===== config.mk =====
export PLATFORM = sky130hd
export DESIGN_NAME = flash_status_responder
export DESIGN_NICKNAME = d
export VERILOG_FILES = /design/src/rtl/flash_status_responder.sv
export SDC_FILE = /design/constraint.sdc
export NUM_CORES = 1
export LEC_CHECK = 0
export ABC_AREA = 1
export ABC_CLOCK_PERIOD_IN_PS = 1200
export BUFFER_PORTS_ARGS = -buffer_cell sky130_fd_sc_hd__clkbuf_2
export CAP_MARGIN = 15
export CORE_MARGIN = 4
export CORE_UTILIZATION = 25
export CTS_CLUSTER_SIZE = 12
export DETAILED_ROUTE_END_ITERATION = 16
export GPL_ROUTABILITY_DRIVEN = 1
export HOLD_SLACK_MARGIN = 0.1
export PLACE_DENSITY = 0.48
export SLEW_MARGIN = 20
export SYNTH_ARGS = -nofsm -noshare
export SYNTH_HDL_FRONTEND = slang
export SYNTH_SLANG_ARGS = --single-unit
export TNS_END_PERCENT = 30

===== constraint.sdc =====
create_clock -name clk -period 1.2 [get_ports clk]
set_input_delay 0.24 -clock clk [delete_from_list [all_inputs] [get_ports clk]]
set_output_delay 0.24 -clock clk [all_outputs]
set_load 0.005 [all_outputs]

===== src/rtl/flash_status_responder.sv =====
module flash_status_responder #(
  parameter int          SYNC_STAGES = 2,
  parameter logic [7:0]  CMD_RDSR    = 8'hD7,
  parameter logic [3:0]  DENSITY     = 4'b1011
) (
  input  logic clk,
  input  logic rst_n,
  input  logic sck,
  input  logic cs_n,
  input  logic si,
  input  logic dev_ready,
  input  logic cmp_miss,
  output logic so,
  output logic so_oe
);

  localparam int NS = (SYNC_STAGES < 2) ? 2 : SYNC_STAGES;

  typedef enum logic [1:0] {PH_CMD, PH_STAT, PH_SKIP} phase_t;

  logic [NS-1:0] sck_sr, cs_sr, si_sr;
  logic          sck_q;
  logic          sck_s, cs_s, si_s;
  logic          sck_rise, sck_fall;

  phase_t        phase;
  logic [2:0]    cmd_cnt;
  logic [6:0]    cmd_sr;
  logic          out_on;
  logic [2:0]    idx;
  logic [7:0]    snap;
  logic [7:0]    live;
  logic [7:0]    cmd_full;

  assign sck_s    = sck_sr[NS-1];
  assign cs_s     = cs_sr[NS-1];
  assign si_s     = si_sr[NS-1];
  assign sck_rise =  sck_s & ~sck_q;
  assign sck_fall = ~sck_s &  sck_q;
  assign live     = {dev_ready, cmp_miss, DENSITY, 2'b00};
  assign cmd_full = {cmd_sr, si_s};

  always_ff @(posedge clk or negedge rst_n) begin
    if (!rst_n) begin
      sck_sr <= '0;
      cs_sr  <= '1;
      si_sr  <= '0;
      sck_q  <= 1'b0;
    end else begin
      sck_sr <= {sck_sr[NS-2:0], sck};
      cs_sr  <= {cs_sr[NS-2:0], cs_n};
      si_sr  <= {si_sr[NS-2:0], si};
      sck_q  <= sck_s;
    end
  end

  always_ff @(posedge clk or negedge rst_n) begin
    if (!rst_n) begin
      phase   <= PH_CMD;
      cmd_cnt <= '0;
      cmd_sr  <= '0;
      out_on  <= 1'b0;
      idx     <= 3'd7;
      snap    <= '0;
    end else if (cs_s) begin
      phase   <= PH_CMD;
      cmd_cnt <= '0;
      cmd_sr  <= '0;
      out_on  <= 1'b0;
      idx     <= 3'd7;
    end else begin
      case (phase)
        PH_CMD: if (sck_rise) begin
          cmd_sr  <= cmd_full[6:0];
          cmd_cnt <= cmd_cnt + 3'd1;
          if (cmd_cnt == 3'd7)
            phase <= (cmd_full == CMD_RDSR) ? PH_STAT : PH_SKIP;
        end
        PH_STAT: if (sck_fall) begin
          if (!out_on) begin
            out_on <= 1'b1;
            idx    <= 3'd7;
            snap   <= live;
          end else begin
            idx <= idx - 3'd1;
            if (idx == 3'd0) snap <= live;
          end
        end
        default: ;
      endcase
    end
  end

  assign so_oe = out_on & ~cs_s & (phase == PH_STAT);
  assign so    = so_oe & ((idx == 3'd7) ? dev_ready : snap[idx]);

  AST_SEL_CLEARS: assert property (@(posedge clk) disable iff (!rst_n)
    cs_s |=> (!out_on && phase == PH_CMD && cmd_cnt == 3'd0));
  AST_CMD_MATCH: assert property (@(posedge clk) disable iff (!rst_n)
    (!cs_s && phase == PH_CMD && sck_rise && cmd_cnt == 3'd7 && cmd_full == CMD_RDSR)
      |=> (phase == PH_STAT && !out_on));
  AST_SKIP_HOLDS: assert property (@(posedge clk) disable iff (!rst_n)
    (phase == PH_SKIP && !cs_s) |=> !so_oe);
  AST_IDX_ONLY_ON_FALL: assert property (@(posedge clk) disable iff (!rst_n)
    (so_oe && !sck_fall && !cs_s) |=> $stable(idx));
  AST_WRAP_TO_MSB: assert property (@(posedge clk) disable iff (!rst_n)
    (so_oe && sck_fall && idx == 3'd0 && !cs_s) |=> (idx == 3'd7 && so_oe));
  AST_FRESH_COPY: assert property (@(posedge clk) disable iff (!rst_n)
    (so_oe && sck_fall && idx == 3'd0 && !cs_s) |=> snap[6] == $past(cmp_miss));
  AST_MSB_LIVE: assert property (@(posedge clk) disable iff (!rst_n)
    (so_oe && idx == 3'd7 && $stable(idx) && $rose(dev_ready)) |-> so);

endmodule


* Word level (Yosys, flattened, before mapping) *
Index checks and enable logic that the tools add are counted.

operators by class
  $add $sub $neg = 2
  $lt $le $gt $ge = 1
  eq/ne operators = 5
  muxes and demuxes = 23
  bitwise operators = 8
  reductions and logical operators = 11

operators by type and width
  kind                   count
  $mux W3                7
  $mux W7                3
  $mux W8                2
  $mux W2                5
  $reduce_bool A2 Y1     5
  $eq A8 B8 Y1 const B   1
  $eq A3 B3 Y1 const B   2
  $and A1 B1 Y1          5
  $mux W1                5
  $lt A3 B4 Y1 const B   1
  $reduce_and A2 Y1      2
  $reduce_and A4 Y1      1
  $add A3 B1 Y3 const B  1
  $bmux W1 S3            1
  $logic_not A3 Y1       1
  $not A1 Y1             3
  $reduce_and A3 Y1      1
  $sub A3 B1 Y3 const B  1
  $eq A2 B1 Y1 const B   1
  $logic_not A2 Y1       1
  $ne A2 B1 Y1 const B   1

word-level totals
  register bits after elaboration = 31
  output and inout bits = 2
  logic and storage cells = 60

* Depth between registers and ports, before layout *
Gate-level depths: netlist of the first run.

  depth in word-level cells = 6
  depth in mapped cells = 7
  gate-level depth less buffers = 7

* Worst setup path after synthesis of the first run *
No wires, ideal clock.

  path kind = reg-to-reg
  start point = register cmd_cnt[0]
  end point = register phase[1]
  setup time = 0.124 ns
  data arrival time = 1.143 ns
  required time = 1.076 ns
  path slack = -0.067 ns
  cell stages (with the launch flop) = 6
  buffers on the path = 0
  cells stage by stage = dfrtp_1 ha_1 ha_1 or2_2 nand3_2 o21bai_1

between the ends
  longest elaborated chain between the ends = 3

RTL lines
  what                          RTL line  RTL
  from (decl)                   27        logic [2:0] cmd_cnt;
  from (signal assigned)        75        cmd_cnt <= cmd_cnt + 3'd1;
  $eq A3 B3 Y1                  76        if (cmd_cnt == 3'd7)
  $reduce_bool A2 Y1 (no line)  -
  $reduce_and A3 Y1 (no line)   -
  to (signal assigned)          77        phase <= (cmd_full == CMD_RDSR) ? PH_STAT : PH_SKIP;
  to (decl)                     26        phase_t phase;

Every way passes these cells.
A chain may end at the register's enable or synchronous reset.

* Worst setup path after layout of the first run *
  start point = register idx[0]
  end point = output port so

between the ends
  longest elaborated chain between the ends = 4
  elaborated cells on any way between the ends = 5
  classes of those cells = 1 x eq/ne; 3 x mux; 1 x bitwise

RTL lines
  what                           RTL line  RTL
  from (decl)                    30        logic [2:0] idx;
  from (signal assigned)         85        idx <= idx - 3'd1;
  $bmux W1 S3                    95        assign so = so_oe & ((idx == 3'd7) ? dev_ready : snap[idx]);
  $mux W1 (implied by the code)  95
  $mux W1 (*)                    95
  $and A1 B1 Y1 (*)              95
  to (decl)                      13        output logic so,

Every way passes the cells marked *; elsewhere a longest branch is shown, timed or not. The select of a mux whose other input is x is not followed.

==> out/results.txt, run 1 <==
Final non-filler cell total - 224
Initial Utilization - 26.5%
DR pass1 iterations - 4
Largest stage delay, worst path - 590 ps
Fin crit share - 136%
Reg2reg path depth - 9
Mean post-synth cell area - 8.91 µm²
Worst Tran Pin Value - 329 ps
R2R setup slack - -190 ps
Area share of the largest cell type after synthesis - 44.4%
Critical Path AT - 1390 ps
Max Fclk - 613 MHz
Initial antenna violation count - 0
Antenna-violating nets left - 0
Antenna diodes - 0
Remaining Overflow, GRT - 0
Area of the die - 5910 µm²
RD Place Congestion - 0.776
Pwr/cell area - 987 nW/µm²
Synth Register Bits - 26
CTS Sinks - 26
Seq/Total Area, Yosys - 55.4%
Root buf cell - clkbuf_8
CTS tree - built
Hold_sp - cmp_miss
Final wirelength - 2470 µm
Post-Synthesis Cell Area - 1180 µm²
First-pass GRT wire length - 4340 µm
Die height - 76.8 µm
Max cap viols - 0
I/O pins - 9
FF-to-FF Start - idx[0]
Pin count of the biggest net entering global routing - 27
Number of CTS-inserted buffers - 3
Slowest cell on crit path - dfstp_2
Clk Latency, worst-skew pair - 260 ps
Nets - 185
Yosys warning count - 0
LEAKAGE - 0.828 nW
Post-route DRC - 0
Slew headroom - 78.1%
Hold depth - 3
Crit. End Element - primary output
Final worst-path setup slack - -432 ps
Mapped Cells - 133
Setup CP Type - reg2out
Worst r2r dst - idx[2]
Share of post-route cells with drive strength above 1 - 44.2%
Most common cell in the netlist - nand2_1
Critical path startpoint - idx[0]
Failing checks - setup timing
CP Max Fanout - 3
CTS H-tree depth - 1
Dpl hpwl - 1640 µm
Status - finished, violations left
Tmin final - 1630 ps
RSZ-0062 raised after global routing - yes
Setup TNS - -1300 ps
Setup violations, final - 10
All-Layer GR Usage - 8.76%
I/O Buffers - 8
Synth area leader - dfrtp_1
Synth unique cells - 20
Final Slew Violations - 0
Hold slack - 201 ps
Area Growth Syn to Fin - 46.6%
Dominant cells by area after synthesis - dfrtp_1 44%, nand2_1 15%, dfstp_2 11%
Worst path buffer plus inverter count - 3
Vias in the first global route - 979
Top cells by count, synth - 46 x nand2_1, 21 x dfrtp_1, 12 x inv_1, 12 x nand3_1, 7 x nor2_1
EDFF count, synth - 0
First DRT Iteration DRCs - 40
Clk buf depth - 2
HP Class - in2reg
Clock skew - 4.25 ps
Worst Hold End - snap[6]
Peak VDD IR - 0.965 mV
Number of cells in the design after placement - 207
Critical-path cell list - buf_6 > inv_6 > nand2_2 > nand3_2 > nand2_1 > a21oi_2 > buf_2
Final-layout fill cell count - 454
Crit path max-delay family - flip-flops
Critical Path RT - 960 ps
Worst-path clk slew - 80 ps
Ys async rst share - 100%
Dominant synthesized flop cell - dfrtp_1
Core area - 4470 µm²
Syn Nets - 145
Die X - 76.8 µm
Count of final hold-check violations - 0
Cell Rows - 24
Critical Path Source Type - register
DR WL/cell - 11.0 µm
Via density per instance - 4.38
Vias after detailed routing - 980
## worst min-delay path: stages
cell and delay, ps:
clkbuf_2 80, inv_1 50, o21ai_2 60
## cell usage in the layout, fill, tap and decap left out, types with 2 or more instances in the layout
cell type	n
nor2_2	2
nor2_1	5
dfrtp_1	20
buf_6	8
nor2_4	3
o21ai_1	3
clkbuf_2	6
ha_4	3
a21oi_2	2
o21a_1	3
nand2_4	3
buf_4	16
nand3_2	3
dfstp_2	5
o21ai_2	4
inv_1	10
o21ai_0	3
dlygate4sd3_1	4
clkbuf_8	3
nand2_2	9
nand2_1	36
nand3_1	9
## flip-flops by register name, indices dropped and copies added (netlist names)
name and flops:
sck_sr 2, cs_sr 2, cmd_sr 7, idx 3
out_on 1, sck_q 1, cmd_cnt 3, snap 3
phase 2, si_sr 2
## area by class of cell
class / count / area, µm² / area share, %
clock buffers: 4 / 45.0 / 2.59
inverters: 13 / 56.3 / 3.24
multi-input cells: 93 / 607 / 34.9
flip-flops and latches: 26 / 658 / 37.9
well taps: 52 / 65.1 / 3.75
repair buffers: 36 / 305 / 17.6
## worst max path at each step
stage | end | slack [ps] | cells past startpoint
2_1_floorplan | so | -20 | 4
3_3_place_gp | so | -130 | 5
3_5_place_dp | so | -150 | 5
4_1_cts | so | -430 | 5
5_1_grt | so | -500 | 7
6_report | so | -430 | 7
## timing repair
item,CTS,global route
hold endpoints to repair,24,0
pin swaps,12,16
resized for setup,25,25
setup buffers,7,3
setup endpoints to repair,8,20
hold buffers,4,0
## routing by layer
layer	share of wire, %	vias to the layer above	global-route usage [%]
met1	47	459	11.5
met5	0	-	0
met2	48	18	14.6
met4	1.1	0	1.09
li1	-	499	-
met3	3.7	4	2.58
## where the power goes
group	total [mW]	switching [mW]	internal, mW
Combinational	0.274	0.129	0.145
Clock	0.491	0.254	0.237
Sequential	0.948	0.0266	0.922
## logic make-up after synthesis
family	Yosys count	synth area share (%)
AND/OR/NAND/NOR	72	26.3
AO/OA/AOI/OAI	16	7.92
buffers and inverters	14	5.07
flip-flops	26	55.4
adder cells (fa/ha/maj)	5	5.28
## per-stage QoR
stage	utilization (%)	power [mW]	worst slack [ps]	cell area, µm²
after global placement	31.5	1.16	-128	1410
after detailed placement	31.5	1.17	-154	1410
after CTS	36.7	1.72	-428	1640
after global routing	38.8	1.82	-496	1740
final	38.8	1.71	-432	1740
after floorplan	-	1.06	-19.1	1190
(Power assumes the default switching activity.)
==> inputs of run 2 (changes only) <==
Settings changed: CELL_PAD_IN_SITES_DETAIL_PLACEMENT from default to 0, CELL_PAD_IN_SITES_GLOBAL_PLACEMENT from default to 1, CORE_UTILIZATION 25 to 39, PLACE_DENSITY 0.48 to 0.79.
==> run 2 against run 1 <==
The flow still finishes with violations (setup timing). Critical path depth is 2 lower. Hold slack got worse by 90 ps. Via count is 0.82% higher. Die area is 33% lower. First-iteration DRC count decreased by 50%. Non-clock buffer count decreased by 7. Routed wire length decreased by 5.4%. Cell count decreased by 12%. Clock skew is 6.2 ps higher. Total power is 4.7% higher. Clock-buffer cell count shrank 1. Sequential power about the same. Largest power group unchanged.
==> out/results.txt, run 2 (synthesized netlist as in run 1, its figures left out) <==
Count of final hold-check violations - 0 (unchanged)
Area of the multi-input gates - 617 µm² (was 607 µm²)
Vias in the first global route - 979 (unchanged)
Peak VDD IR - 0.776 mV (was 0.965 mV)
DR WL/cell - 11.9 µm (was 11.0 µm)
Setup CP Type - reg2out (unchanged)
Cell Rows - 19 (was 24)
CP Max Fanout - 5 (was 3)
Critical Path Source Type - register (unchanged)
Critical Path AT - 1460 ps (was 1390 ps)
Failing checks - setup timing (unchanged)
RSZ-0062 raised after global routing - yes (unchanged)
Pin count of the biggest net entering global routing - 27 (unchanged)
Slew headroom - 78.2% (was 78.1%)
Area Growth Syn to Fin - 39.2% (was 46.6%)
I/O Buffers - 8 (unchanged)
Most frequent cells in the layout - 38 x nand2_1, 21 x dfrtp_1, 12 x buf_4 (was 36 x nand2_1, 20 x dfrtp_1, 16 x buf_4)
Core area - 2830 µm² (was 4470 µm²)
CTS Sinks - 26 (unchanged)
Worst Tran Pin Value - 327 ps (was 329 ps)
First DRT Iteration DRCs - 20 (was 40)
CTS H-tree depth - 1 (unchanged)
Final-layout fill cell count - 252 (was 454)
All-Layer GR Usage - 12.8% (was 8.76%)
Final worst-path setup slack - -503 ps (was -432 ps)
Hold depth - 3 (unchanged)
Setup violations, final - 9 (was 10)
Nets - 179 (was 185)
Max reg flops - 7 (unchanged)
Status - finished, violations left (unchanged)
Tmin final - 1700 ps (was 1630 ps)
First-pass GRT wire length - 4100 µm (was 4340 µm)
RD Place Congestion - 0.750 (was 0.776)
Root buf cell - clkbuf_4 (was clkbuf_8)
Clock skew - 10.4 ps (was 4.25 ps)
Final Slew Violations - 0 (unchanged)
FF-to-FF Start - idx[0] (unchanged)
Area of the die - 3980 µm² (was 5910 µm²)
Max Fclk - 587 MHz (was 613 MHz)
Crit. End Element - primary output (unchanged)
Hold_sp - cmp_miss (unchanged)
R2R setup slack - -210 ps (was -190 ps)
Remaining Overflow, GRT - 0 (unchanged)
Die X - 63.1 µm (was 76.8 µm)
Worst slack at placement - -162 ps (was -154 ps)
Worst r2r dst - snap[6] (was idx[2])
Pwr/cell area - 1090 nW/µm² (was 987 nW/µm²)
LEAKAGE - 0.798 nW (was 0.828 nW)
Die height - 63.1 µm (was 76.8 µm)
Max cap viols - 0 (unchanged)
Commonest non-fill, non-tap cell in the layout - nand2_1 (unchanged)
Util after Layout - 58.3% (was 38.8%)
Initial Utilization - 41.9% (was 26.5%)
Final wirelength - 2340 µm (was 2470 µm)
Worst-path clk slew - 140 ps (was 80 ps)
Critical Path RT - 960 ps (about the same)
Clk Latency, worst-skew pair - 320 ps (was 260 ps)
Worst Hold End - snap[6] (unchanged)
Antenna-violating nets left - 0 (unchanged)
Post-route DRC - 0 (unchanged)
Antenna diodes - 0 (unchanged)
Dpl hpwl - 1590 µm (was 1640 µm)
CTS tree - built (unchanged)
Fin crit share - 142% (was 136%)
Reg2reg path depth - 9 (unchanged)
Via density per instance - 5.02 (was 4.38)
Clk buf depth - 2 (unchanged)
DR pass1 iterations - 4 (unchanged)
Top reg by flops - cmd_sr (unchanged)
Number of CTS-inserted buffers - 3 (unchanged)
HP Class - in2reg (unchanged)
Initial antenna violation count - 0 (unchanged)
I/O pins - 9 (unchanged)
Share of post-route cells with drive strength above 1 - 40.4% (was 44.2%)
Vias after detailed routing - 988 (was 980)
Sequential cell area - 657 µm² (was 658 µm²)
==> run 2: changes by cell type in the layout (fill, tap and decap cells not counted), moves of 2 or more <==
cell	delta
buf_4	-4
clkbuf_4	+3
clkbuf_8	-3
nand2_2	-3
buf_6	-2
nand2_1	+2
o21ai_2	-2
==> run 2: layer usage <==
metal	track usage (%)	vias to the layer above	share of wire [%]
li1	-	487	-
met1	15.5	487	44
met2	22.4	12	53
met3	1.60	2	2.6
met4	5.79	0	0.73
met5	0	-	0
==> run 2: worst max path at each step <==
stage          cells after the start  startpoint  to
2_1_floorplan                      4      idx[1]  so
3_3_place_gp                       5      idx[1]  so
3_5_place_dp                       5      idx[1]  so
4_1_cts                            5      idx[1]  so
5_1_grt                            5      idx[1]  so
6_report                           5      idx[1]  so
==> run 2: per-stage QoR <==
step / hold WS, ps / cell area (µm²) / TNS (ps) / cells / power [mW]
after floorplan: -55.6 / 1190 / -55.5 / 133 / 1.06
after global placement: 247 / 1370 / -399 / 184 / 1.15
after detailed placement: 258 / 1370 / -645 / 184 / 1.17
after CTS: 102 / 1550 / -1380 / 194 / 1.81
after global routing: 103 / 1650 / -2460 / 197 / 1.90
final: 111 / 1650 / -1770 / 197 / 1.79
==> run 2: final cells by class <==
cell class	count	share of cell area, %
Sequential cell	26	39.8
Clock inverter	1	1.82
Inverter	13	3.11
Multi-Input combinational cell	94	37.4
Timing Repair Buffer	29	14.1
Tap cell	31	2.35
Clock buffer	3	1.37
==> run 2: repair_timing <==
action	CTS	global route
cloned	0	1
buffers inserted	2	3
endpoints found under the setup margin	8	20
hold buffers	4	0
gates resized for setup	18	24
pin swaps	9	12
endpoints found under the hold margin	24	0
==> run 2: worst max-delay path, stage by stage (launching register included) <==
cell and delay [ps]:
dfstp_2 620, ha_4 140, nand2_2 40, o21a_1 110, a21oi_2 120, clkbuf_2 120
==> run 2: power breakdown <==
part,switching [mW],total [mW],leakage (nW),internal (mW)
logic,0.127,0.256,0.449,0.129
clock network,0.253,0.591,0.0279,0.338
registers,0.0260,0.948,0.321,0.922
==> inputs of run 3 (changes only) <==
Settings changed: ABC_CLOCK_PERIOD_IN_PS 1200 to 1450.
Clock period 1.2 ns to 1.45 ns, I/O delays scaled along.
==> run 3 against run 2 <==
The run still ends with setup timing left. Register-to-register slack gained 320 ps. Final area decreased by 15%. Clock power shrank 17%. Critical path type unchanged. Largest cell class unchanged. Largest power group unchanged. Highest routed layer unchanged.
==> out/results.txt, run 3 (synthesized netlist as in run 1, its figures left out) <==
HP Class - in2reg (unchanged)
Critical path startpoint - idx[1] (unchanged)
Vias after detailed routing - 870 (was 988)
Worst slack at placement - 46.4 ps (was -162 ps)
Peak VDD IR - 0.533 mV (was 0.776 mV)
First DRT Iteration DRCs - 24 (was 20)
Root buf cell - clkbuf_4 (unchanged)
Area Growth Syn to Fin - 18.2% (was 39.2%)
Setup TNS - -303 ps (was -1770 ps)
Critical Path RT - 1160 ps (was 960 ps)
Final wirelength - 1950 µm (was 2340 µm)
Worst Tran Pin Value - 624 ps (was 327 ps)
WL met2 - 936 µm (was 1240 µm)
RD Place Congestion - 0.760 (was 0.750)
Number of CTS-inserted buffers - 3 (unchanged)
All-Layer GR Usage - 10.8% (was 12.8%)
Area of the die - 3980 µm² (unchanged)
Via density per instance - 4.81 (was 5.02)
Commonest non-fill, non-tap cell in the layout - nand2_1 (unchanged)
Reg2reg path depth - 6 (was 9)
Critical Path Source Type - register (unchanged)
Die height - 63.1 µm (unchanged)
I/O Buffers - 8 (unchanged)
Top reg by flops - cmd_sr (unchanged)
Failing checks - setup timing (unchanged)
Max cap viols - 0 (unchanged)
DR pass1 iterations - 5 (was 4)
RSZ-0062 raised after global routing - yes (unchanged)
Fin crit share - 121%
Clk buf depth - 2 (unchanged)
FF-to-FF Start - cmd_cnt[0] (was idx[0])
Max Fclk - 571 MHz
Core area - 2830 µm² (unchanged)
Max reg flops - 7 (unchanged)
Final Slew Violations - 0 (unchanged)
Clock skew - 9.56 ps (was 10.4 ps)
Final-layout fill cell count - 265 (was 252)
Cell area after layout - 1400 µm² (was 1650 µm²)
Pin count of the biggest net entering global routing - 27 (unchanged)
Most frequent cells in the layout - 44 x nand2_1, 21 x dfrtp_1, 11 x nand3_1 (was 38 x nand2_1, 21 x dfrtp_1, 12 x buf_4)
Setup CP Type - reg2out (unchanged)
Vias in the first global route - 819 (was 979)
Share of post-route cells with drive strength above 1 - 24.7% (was 40.4%)
Initial Utilization - 41.9% (unchanged)
Critical Path AT - 1460 ps (about the same)
Status - finished, violations left (unchanged)
R2R setup slack - 110 ps (was -210 ps)
Initial antenna violation count - 0 (unchanged)
Final non-filler cell total - 181 (was 197)
Antenna diodes - 0 (unchanged)
First-pass GRT wire length - 3470 µm (was 4100 µm)
Post-Place Cell Area - 1270 µm² (was 1370 µm²)
CTS H-tree depth - 1 (unchanged)
Number of cells in the design after placement - 173 (was 184)
Final worst-path setup slack - -303 ps (was -503 ps)
Tmin final - 1750 ps
Dpl hpwl - 1400 µm (was 1590 µm)
Remaining Overflow, GRT - 0 (unchanged)
LEAKAGE - 0.707 nW (was 0.798 nW)
Met1 wire length - 924 µm (was 1020 µm)
Setup crit end - so (unchanged)
Crit. End Element - primary output (unchanged)
CTS tree - built (unchanged)
CP Max Fanout - 5 (unchanged)
Hold slack - 184 ps (was 111 ps)
Count of final hold-check violations - 0 (unchanged)
Post-route DRC - 0 (unchanged)
Setup violations, final - 1 (was 9)
CTS Sinks - 26 (unchanged)
Overall power - 1.41 mW (was 1.79 mW)
Util after Layout - 49.5% (was 58.3%)
Worst-path clk slew - 140 ps (about the same)
Slew headroom - 58.4% (was 78.2%)
DR WL/cell - 10.8 µm (was 11.9 µm)
Clk Latency, worst-skew pair - 320 ps (about the same)
Pwr/cell area - 1010 nW/µm² (was 1090 nW/µm²)
Cell Rows - 19 (unchanged)
I/O pins - 9 (unchanged)
Antenna-violating nets left - 0 (unchanged)
Nets - 163 (was 179)
Max Used Layer - met4 (unchanged)
DR WL met3 - 76 µm (was 62 µm)
Worst r2r dst - phase[0] (was snap[6])
Die X - 63.1 µm (unchanged)
==> run 3: changes by cell type in the layout (fill, tap and decap cells not counted), moves of 3 or more <==
cell     change
nand2_1      +6
buf_6        -6
nand2_2      -3
buf_4       -10
ha_1         +3
nand2_4      -3
==> run 3: critical path, stage by stage, from the launching register on <==
cell      delay, ps
dfstp_2         620
ha_4            140
nand2_2          50
o21a_1          110
a21oi_2         100
clkbuf_2        110
==> run 3: area by class of cell <==
type	count	area, µm²	area share, %
repair buffers	14	95.1	6.79
multi-input cells	93	508	36.3
inverters	13	48.8	3.49
clock buffers	3	22.5	1.61
clock inverters	1	30.0	2.14
well taps	31	38.8	2.77
flip-flops and latches	26	657	46.9
==> run 3: routing by layer <==
metal	vias up	global-route usage, %
li1	452	-
met5	-	0
met1	406	14.2
met2	10	17.1
met3	2	1.95
met4	0	4.96
==> run 3: report_power, final <==
group	internal (mW)	switching [mW]	leakage, nW
logic	0.0543	0.0726	0.358
registers	0.763	0.0252	0.321
clock network	0.279	0.213	0.0279
total	1.10	0.311	0.707
==> run 3: how the worst min path moves through the flow <==
| stage | startpoint | to | slack (ps) | cells after the start |
|---|---|---|---|---|
| after global routing | cmp_miss | snap[6] | 180 | 3 |
| after global placement | rst_n | out_on | 330 | 1 |
| after detailed placement | si_sr[0] | si_sr[1] | 330 | 0 |
| after floorplan | rst_n | cmd_cnt[0] | -6 | 0 |
| after CTS | cmp_miss | snap[6] | 170 | 3 |
| final | cmp_miss | snap[6] | 180 | 3 |
==> run 3: what timing repair did <==
item	in CTS	in global routing
setup buffers	0	0
pin swaps	2	1
hold buffers	4	0
endpoints found under the hold margin	24	0
gates resized for setup	4	8
endpoints found under the setup margin	2	5
